**src/rtl/i2c_stat_pkg.sv**
```systemverilog
package i2c_stat_pkg;
  localparam int STAT_W   = 8;
  localparam int B_SVC_N  = 7;
  localparam int B_STOP   = 6;
  localparam int B_BERR   = 5;
  localparam int B_SHARED = 4;
  localparam int B_ADDR   = 3;
  localparam int B_ARB    = 2;
  localparam int B_BUSY_N = 0;

  typedef struct packed {
    logic stop_seen;
    logic bus_err;
    logic shared_bit;
    logic addr_hit;
    logic arb_lost;
  } flag_t;
endpackage

```
**src/rtl/i2c_stat_pend.sv**
```systemverilog
module i2c_stat_pend (
  input  logic clk,
  input  logic rst_n,
  input  logic evt_byte_done,
  input  logic evt_start,
  input  logic evt_stop,
  input  logic evt_bus_err,
  input  logic mode_slave,
  input  logic mode_tx,
  input  logic host_dat_wr,
  input  logic host_dat_rd,
  input  logic host_ctl_wr,
  input  logic host_ctl_start,
  output logic svc_n,
  output logic svc_rise,
  output logic busy_n
);
  logic clr_ev, set_ev;

  assign clr_ev = evt_byte_done | evt_bus_err | (evt_stop & mode_slave & ~mode_tx);
  assign set_ev = (host_ctl_wr & host_ctl_start) | (host_dat_wr & mode_tx) |
                  (host_dat_rd & ~mode_tx);
  assign svc_rise = set_ev & ~clr_ev & ~svc_n;

  always_ff @(posedge clk or negedge rst_n) begin
    if (!rst_n) begin
      svc_n  <= 1'b1;
      busy_n <= 1'b1;
    end else begin
      if (clr_ev)      svc_n <= 1'b0;
      else if (set_ev) svc_n <= 1'b1;
      if (evt_bus_err || evt_stop) busy_n <= 1'b1;
      else if (evt_start)          busy_n <= 1'b0;
    end
  end

  assert_byte_clears_R4: assert property (@(posedge clk) disable iff (!rst_n)
    evt_byte_done |=> !svc_n);
  assert_start_sets_R2: assert property (@(posedge clk) disable iff (!rst_n)
    (host_ctl_wr && host_ctl_start && !evt_byte_done && !evt_bus_err && !evt_stop) |=> svc_n);
  assert_berr_effect_R6: assert property (@(posedge clk) disable iff (!rst_n)
    evt_bus_err |=> (!svc_n && busy_n));
  assert_event_wins_R14: assert property (@(posedge clk) disable iff (!rst_n)
    (evt_byte_done && (host_dat_wr || host_dat_rd || host_ctl_wr)) |=> !svc_n);
endmodule

```
**src/rtl/i2c_stat_flags.sv**
```systemverilog
module i2c_stat_flags
  import i2c_stat_pkg::*;
(
  input  logic  clk,
  input  logic  rst_n,
  input  logic  svc_rise,
  input  logic  evt_byte_done,
  input  logic  evt_stop,
  input  logic  evt_bus_err,
  input  logic  evt_arb_lost,
  input  logic  evt_own_match,
  input  logic  evt_gen_call,
  input  logic  rx_last_bit,
  input  logic  mode_slave,
  input  logic  mode_tx,
  output flag_t flags
);
  flag_t base, nxt;
  logic  any_set;

  assign any_set = evt_stop | evt_bus_err | evt_arb_lost | evt_own_match |
                   evt_gen_call | evt_byte_done;

  always_comb begin
    base = svc_rise ? '0 : flags;
    nxt  = base;
    if (evt_stop && mode_slave && !mode_tx) nxt.stop_seen = 1'b1;
    if (evt_bus_err)  nxt.bus_err  = 1'b1;
    if (evt_arb_lost) nxt.arb_lost = 1'b1;
    if (evt_own_match || evt_gen_call) nxt.addr_hit = 1'b1;
    if (evt_gen_call)                              nxt.shared_bit = 1'b1;
    else if (evt_own_match)                        nxt.shared_bit = 1'b0;
    else if (evt_byte_done && !base.addr_hit)      nxt.shared_bit = rx_last_bit;
  end

  always_ff @(posedge clk or negedge rst_n) begin
    if (!rst_n) flags <= '0;
    else        flags <= nxt;
  end

  assert_rise_wipes_R5: assert property (@(posedge clk) disable iff (!rst_n)
    (svc_rise && !any_set) |=> (flags == '0));
  assert_gc_shared_R10: assert property (@(posedge clk) disable iff (!rst_n)
    evt_gen_call |=> (flags.addr_hit && flags.shared_bit));
  assert_arb_flag_R12: assert property (@(posedge clk) disable iff (!rst_n)
    evt_arb_lost |=> flags.arb_lost);
  assert_berr_flag_R6: assert property (@(posedge clk) disable iff (!rst_n)
    evt_bus_err |=> flags.bus_err);
endmodule

```
**src/rtl/i2c_stat_out.sv**
```systemverilog
module i2c_stat_out (
  input  logic clk,
  input  logic rst_n,
  input  logic host_ctl_wr,
  input  logic host_ctl_ien,
  input  logic svc_n,
  input  logic mode_slave,
  output logic irq_n,
  output logic scl_hold
);
  logic ien_q;

  always_ff @(posedge clk or negedge rst_n) begin
    if (!rst_n)           ien_q <= 1'b0;
    else if (host_ctl_wr) ien_q <= host_ctl_ien;
  end

  assign irq_n    = ~(ien_q & ~svc_n);
  assign scl_hold = mode_slave & ~svc_n;

  assert_irq_needs_enable_R7: assert property (@(posedge clk) disable iff (!rst_n)
    (host_ctl_wr && !host_ctl_ien) |=> irq_n);
  assert_hold_release_R8: assert property (@(posedge clk) disable iff (!rst_n)
    (!mode_slave || svc_n) |-> !scl_hold);
endmodule

```
**src/rtl/i2c_stat_top.sv**
```systemverilog
module i2c_stat_top
  import i2c_stat_pkg::*;
(
  input  logic              clk,
  input  logic              rst_n,
  input  logic              evt_byte_done,
  input  logic              evt_start,
  input  logic              evt_stop,
  input  logic              evt_bus_err,
  input  logic              evt_arb_lost,
  input  logic              evt_own_match,
  input  logic              evt_gen_call,
  input  logic              rx_last_bit,
  input  logic              mode_slave,
  input  logic              mode_tx,
  input  logic              host_dat_wr,
  input  logic              host_dat_rd,
  input  logic              host_ctl_wr,
  input  logic              host_ctl_start,
  input  logic              host_ctl_ien,
  output logic [STAT_W-1:0] status_byte,
  output logic              irq_n,
  output logic              busy_n,
  output logic              scl_hold
);
  logic  svc_n, svc_rise;
  flag_t flags;

  i2c_stat_pend u_pend (
    .clk(clk), .rst_n(rst_n), .evt_byte_done(evt_byte_done), .evt_start(evt_start),
    .evt_stop(evt_stop), .evt_bus_err(evt_bus_err), .mode_slave(mode_slave),
    .mode_tx(mode_tx), .host_dat_wr(host_dat_wr), .host_dat_rd(host_dat_rd),
    .host_ctl_wr(host_ctl_wr), .host_ctl_start(host_ctl_start),
    .svc_n(svc_n), .svc_rise(svc_rise), .busy_n(busy_n));

  i2c_stat_flags u_flags (
    .clk(clk), .rst_n(rst_n), .svc_rise(svc_rise), .evt_byte_done(evt_byte_done),
    .evt_stop(evt_stop), .evt_bus_err(evt_bus_err), .evt_arb_lost(evt_arb_lost),
    .evt_own_match(evt_own_match), .evt_gen_call(evt_gen_call),
    .rx_last_bit(rx_last_bit), .mode_slave(mode_slave), .mode_tx(mode_tx),
    .flags(flags));

  i2c_stat_out u_out (
    .clk(clk), .rst_n(rst_n), .host_ctl_wr(host_ctl_wr), .host_ctl_ien(host_ctl_ien),
    .svc_n(svc_n), .mode_slave(mode_slave), .irq_n(irq_n), .scl_hold(scl_hold));

  always_comb begin
    status_byte           = '0;
    status_byte[B_SVC_N]  = svc_n;
    status_byte[B_STOP]   = flags.stop_seen;
    status_byte[B_BERR]   = flags.bus_err;
    status_byte[B_SHARED] = flags.shared_bit;
    status_byte[B_ADDR]   = flags.addr_hit;
    status_byte[B_ARB]    = flags.arb_lost;
    status_byte[B_BUSY_N] = busy_n;
  end

  assert_slave_stop_R9: assert property (@(posedge clk) disable iff (!rst_n)
    (evt_stop && mode_slave && !mode_tx) |=> (status_byte[B_STOP] && !status_byte[B_SVC_N]));
  assert_busy_start_R13: assert property (@(posedge clk) disable iff (!rst_n)
    (evt_start && !evt_stop && !evt_bus_err) |=> !busy_n);
endmodule

```
**config.mk**
```make
export PLATFORM = sky130hd
export DESIGN_NAME = i2c_stat_top
export DESIGN_NICKNAME = d
export VERILOG_FILES = /design/src/rtl/i2c_stat_pkg.sv /design/src/rtl/i2c_stat_pend.sv /design/src/rtl/i2c_stat_flags.sv /design/src/rtl/i2c_stat_out.sv /design/src/rtl/i2c_stat_top.sv
export SDC_FILE = /design/constraint.sdc
export NUM_CORES = 1
export LEC_CHECK = 0
export ABC_AREA = 1
export BUFFER_PORTS_ARGS = -buffer_cell sky130_fd_sc_hd__clkbuf_2
export CAP_MARGIN = 20
export CORE_AREA = 3 3 40 42
export DETAILED_ROUTE_END_ITERATION = 10
export DIE_AREA = 0 0 43 45
export SLEW_MARGIN = 15
export SYNTH_ARGS = -nofsm -noshare
export SYNTH_HDL_FRONTEND = slang
export SYNTH_SLANG_ARGS = --single-unit
export TNS_END_PERCENT = 50
```
**constraint.sdc**
```tcl
create_clock -name clk -period 1.3 [get_ports clk]
set_input_delay 0.13 -clock clk [delete_from_list [all_inputs] [get_ports clk]]
set_output_delay 0.13 -clock clk [all_outputs]
set_load 0.03 [all_outputs]
```
# Word-level counts from Yosys, hierarchy flattened
# Cells that the tools add are included.
[totals]
reg_bits = 8
word_cells = 50
input_bits = 17
[classes]
reduce_logical = 13
n_bitwise = 17
n_mux = 12
[op_table]
columns = ["op", "count"]
rows = [
  ["$mux W1", 11],
  ["$reduce_bool A2 Y1", 5],
  ["$and A1 B1 Y1", 9],
  ["$mux W5", 1],
  ["$not A1 Y1", 4],
  ["$or A1 B1 Y1", 4],
  ["$reduce_bool A4 Y1", 1],
  ["$logic_and A1 B1 Y1", 3],
  ["$logic_not A1 Y1", 2],
  ["$logic_or A1 B1 Y1", 2],
]

# Logic depth before layout (Yosys ltp)
[logic_depth]
ltp_word = 12
depth_mapped = 7
depth_no_buf = 7

# Hierarchy
# From an unflattened synthesis, not the netlist that was laid out.
[hier_totals]
hier_cells = 54
hier_area_um2 = 416.6
[by_module_without_submodules]
columns = ["mod", "instances", "seq_area_each_um2", "area_each_um2", "cells_each"]
rows = [
  ["i2c_stat_flags", 1, 125.1, 210.2, 21],
  ["i2c_stat_pend", 1, 52.6, 125.1, 20],
  ["i2c_stat_out", 1, 25.0, 55.1, 9],
  ["i2c_stat_top", 1, 0.0, 26.3, 4],
]

# Least setup slack after synthesis
# No wires, ideal clock.
[synth_timing]
path_kind = "register -> register"
from = "register u_pend.svc_n"
to = "register u_flags.flags[2] (netlist name)"
arrival_time_ns = 0.865
n_path_buf = 0
path_slack_ns = 0.304
required_ns = 1.168
path_stages_with_launch = 6
synth_period_minus_slack_ns = 0.996
setup_time_ns = 0.132
path_cell_list = "dfstp_2 -> inv_1 -> nand3_2 -> nand2_2 -> nand3_1 -> nand3_1"
[synth_via]
elab_chain_cells = 8
word_cells_on_any_way = 9
classes_between = "4 x mux; 2 x bitwise; 3 x reduce/logical"
[synth_rtl]
columns = ["item", "line", "rtl"]
rows = [
  ["start, declared", "i2c_stat_pend.sv:14", "output logic svc_n,"],
  ["start signal, assigned", "i2c_stat_pend.sv:27", "svc_n <= 1'b1;"],
  ["start signal, assigned", "i2c_stat_pend.sv:30", "if (clr_ev) svc_n <= 1'b0;"],
  ["start signal, assigned", "i2c_stat_pend.sv:31", "else if (set_ev) svc_n <= 1'b1;"],
  ["$not A1 Y1 *", "i2c_stat_pend.sv:23", "assign svc_rise = set_ev & ~clr_ev & ~svc_n;"],
  ["$and A1 B1 Y1 *", "i2c_stat_pend.sv:23", ""],
  ["$mux W5", "i2c_stat_flags.sv:25", "base = svc_rise ? '0 : flags;"],
  ["$logic_not A1 Y1", "i2c_stat_flags.sv:33", "else if (evt_byte_done && !base.addr_hit) nxt.shared_bit = rx_last_bit;"],
  ["$logic_and A1 B1 Y1", "i2c_stat_flags.sv:33", ""],
  ["$mux W1", "i2c_stat_flags.sv:33", ""],
  ["$mux W1", "i2c_stat_flags.sv:32", "else if (evt_own_match) nxt.shared_bit = 1'b0;"],
  ["$mux W1", "i2c_stat_flags.sv:31", "if (evt_gen_call) nxt.shared_bit = 1'b1;"],
]
# Mark *: on every way between the ends. The rest lies on a longest branch, timed or not. The select of a mux whose other input is x is not followed.
# A chain may end at the register's enable or synchronous reset.

# Final worst setup path
[layout_timing]
from = "register u_pend.svc_n"
to = "output irq_n"
[layout_via]
elab_chain_cells = 3
[layout_rtl]
columns = ["item", "line", "rtl"]
rows = [
  ["$not A1 Y1", "i2c_stat_out.sv:18", "assign irq_n = ~(ien_q & ~svc_n);"],
  ["$and A1 B1 Y1", "i2c_stat_out.sv:18", ""],
  ["$not A1 Y1", "i2c_stat_out.sv:18", ""],
  ["end, declared", "i2c_stat_top.sv:22", "output logic irq_n,"],
]
# Every way passes these cells.

==> results.md <==
* Status: completed
* Final WS setup at around 0.08 ns
* Post-Place Cell Area at approximately 530 um2
* Ant. Diodes at 0
* RSZ-0062 raised after global routing: false
* Post-synth EDFFs at 0
* Total CTS buffers at 3
* Hold WC Path Type: primary input to register
* Worst slack, placed at between 0.2 and 0.25 ns
* Row cnt at 13
* Worst reg2reg path startpoint: u_pend.svc_n$_DFFE_PN1P_
* DR vias at between 300 and 400
* Element type at the critical path end: output pin
* Fin nets at slightly above 90
* CP Class: register to output pin
* HPWL after DPL at about 700 um
* Most common cell in the netlist: nand2_1
* CTS sink cnt at 8
* Predominant post-synthesis flop cell: dfrtp_1
* Post-synth ARST share at 1.00
* Root buf cell: clkbuf_4
* Max-cap violations at 0
* Max VDD drop at approximately 0.48 mV
* Largest net degree at the start of global routing at 9
* Die area at between 0.0015 and 0.002 mm2
* Clk Latency, worst-skew pair at roughly 0.25 ns
* Ratio of cells with drive above 1 in the final layout at 0.486
* Mapped Cells at between 40 and 50
* Arr. time, crit path at 1.09 ns
* Area Overhead vs Synth at 40.4%
* TNS Setup at 0 ns
* Hold Fails Final Rpt at 0
* Final setup vio count at 0
* Routed WL at about 820 um
* Seq/Total Area, Yosys at 0.508
* Critical path origin: u_pend.svc_n$_DFFE_PN1P_
* Critical path peak fanout at 4
* Drt first pass iters at 3
* CORE AREA at ~0.0013 mm2
* WP data required at roughly 1.2 ns
* Synth top cells by count: nand2_1, inv_1, dfrtp_1
* Register-to-Register Path Depth at 5
* First-pass GRT wire length at between 1000 and 1500 um
* Fmax at slightly above 0.8 GHz
* Worst hold start: evt_start
* PD cells at between 1000 and 1500 mW/mm2
* Synth area leaders: dfrtp_1, dfstp_2, nand2_1, inv_1, buf_4
* Post-layout min period at ~1.2 ns
* Worst setup SP type: register
* Hold EP: u_pend.busy_n$_DFFE_PN1P_
* Die width at about 43 um
* Via density at between 4 and 5
* Congestion Overflow GR at 0
* Slew Viols, Final at 0
* Die Height at about 45 um
* Design area at about 560 um2
* CTS tree: built
* Yosys cell types at 17
* Syn Area/Cell at between 8 and 9 um2
* Post-CTS Setup Repair Bufs at 0
* Max Clock Skew at between 0.0007 and 0.0008 ns
* Routed wire per std cell at between 9 and 10 um
* Multi-input combinational cell area at 144 um2
* H-tree Lvls at 1
* Register clock-pin slew on the reported worst setup and hold paths at ~0.050 ns
* DR DRC count at 0
* Vias in the first global route at 299
* Reg-to-reg endpoint: u_flags.flags[2]$_DFFE_PN0P_
* Synth Register Bits at 8
* Ports at 28
* Reg2Reg Setup Slack at approximately 0.25 ns
* Worst-case clock buffer depth at 2
* Antenna violation net count after detailed routing at 0
* Port Buf Inserts at 26
* Mapped Area at approximately 400 um2
* Period utilisation layout at 0.937
* # fillers at 145
* Syn_nets at 64
* Initial antenna violation count at 0
* Total track usage at 0.0983
* Synth top area share at 0.376
* Starting DRT DRC Count at 3
* Leak at ~0.00031 uW
* FF+latch area at approximately 200 um2
* GPL Wtd Cong at 0.631
* Synth area leader: dfrtp_1
* Hold depth at 2
* Starting Density at 0.311
* Synth warnings at 0
==> timing repair <==
action	CTS	global route
gates resized for setup	0	2
setup endpoints to repair	0	1
hold buffers	1	0
endpoints found under the hold margin	8	0
==> worst max-delay path: stages, from the launching register on <==
cell and delay, ns:
dfstp_2 0.55, inv_1 0.06, nand2_1 0.05, clkbuf_4 0.18
==> worst max path at each step <==
stage | end | slack (ns) | depth (start not counted)
final | irq_n | 0.08 | 3
after global routing | irq_n | 0.008 | 3
after CTS | irq_n | 0.04 | 3
after detailed placement | u_flags.flags[2]$_DFFE_PN0P_ | 0.24 | 5
after global placement | u_flags.flags[2]$_DFFE_PN0P_ | 0.27 | 5
after floorplan | u_flags.flags[2]$_DFFE_PN0P_ | 0.30 | 5
==> state kept, by name (all words and copies together), names as in the netlist <==
name,count
u_flags.flags,5
u_out.ien_q,1
u_pend.busy_n,1
u_pend.svc_n,1
==> routing by layer <==
layer / vias up / track usage / wire [um]
li1: 196 / - / -
met4: 0 / 0.0542 / 0
met2: 18 / 0.138 / 375
met3: 0 / 0.0598 / 89
met5: - / 0 / 0
met1: 165 / 0.116 / 357
==> final cells by class <==
cell class | count | area share
Inverter | 8 | 0.0536
Timing Repair Buffer | 27 | 0.254
Clock buffer | 3 | 0.0402
Tap cell | 15 | 0.0335
Sequential cell | 8 | 0.362
Multi-Input combinational cell | 28 | 0.257
==> power by group <==
group          total, uW  leakage [uW]  switching (uW)  internal, uW
sequential           282     0.0000830            11.0           271
clock                186     0.0000138            80.6           105
combinational        153      0.000218            97.6          55.3
total                621      0.000315             189           432
==> through the flow <==
step | utilization | cells | total power (uW) | hold slack (ns)
finish | 0.436 | 89 | 621 | 0.0324
global route | 0.436 | 89 | 666 | 0.0410
CTS | 0.434 | 89 | 636 | 0.0279
detailed placement | 0.409 | 85 | 437 | -0.0102
global placement | 0.409 | 85 | 436 | -0.0140
floorplan | - | 47 | 382 | -0.166
==> cell usage in the layout (no fill, tap or decap) <==
| master | instances |
|---|---|
| a21o_2 | 1 |
| clkbuf_2 | 25 |
| clkbuf_4 | 4 |
| clkinv_1 | 1 |
| conb_1 | 1 |
| dfrtp_1 | 6 |
| dfstp_2 | 2 |
| dlygate4sd3_1 | 1 |
| inv_1 | 7 |
| mux2_2 | 1 |
| nand2_1 | 10 |
| nand2_2 | 1 |
| nand3_1 | 3 |
| nand3_2 | 1 |
| nor2_1 | 5 |
| nor2_2 | 1 |
| o2111ai_1 | 1 |
| o21a_1 | 1 |
| o21ai_0 | 2 |
==> kinds of logic after synthesis <==
kind of cell,after synthesis,synth area share
AOI/OAI and AO/OA,5,0.0878
other,1,0.00940
and+or+nand+nor,21,0.235
buffers and inverters,11,0.132
DFF,8,0.508
muxes,1,0.0282
(Power assumes the default switching activity.)
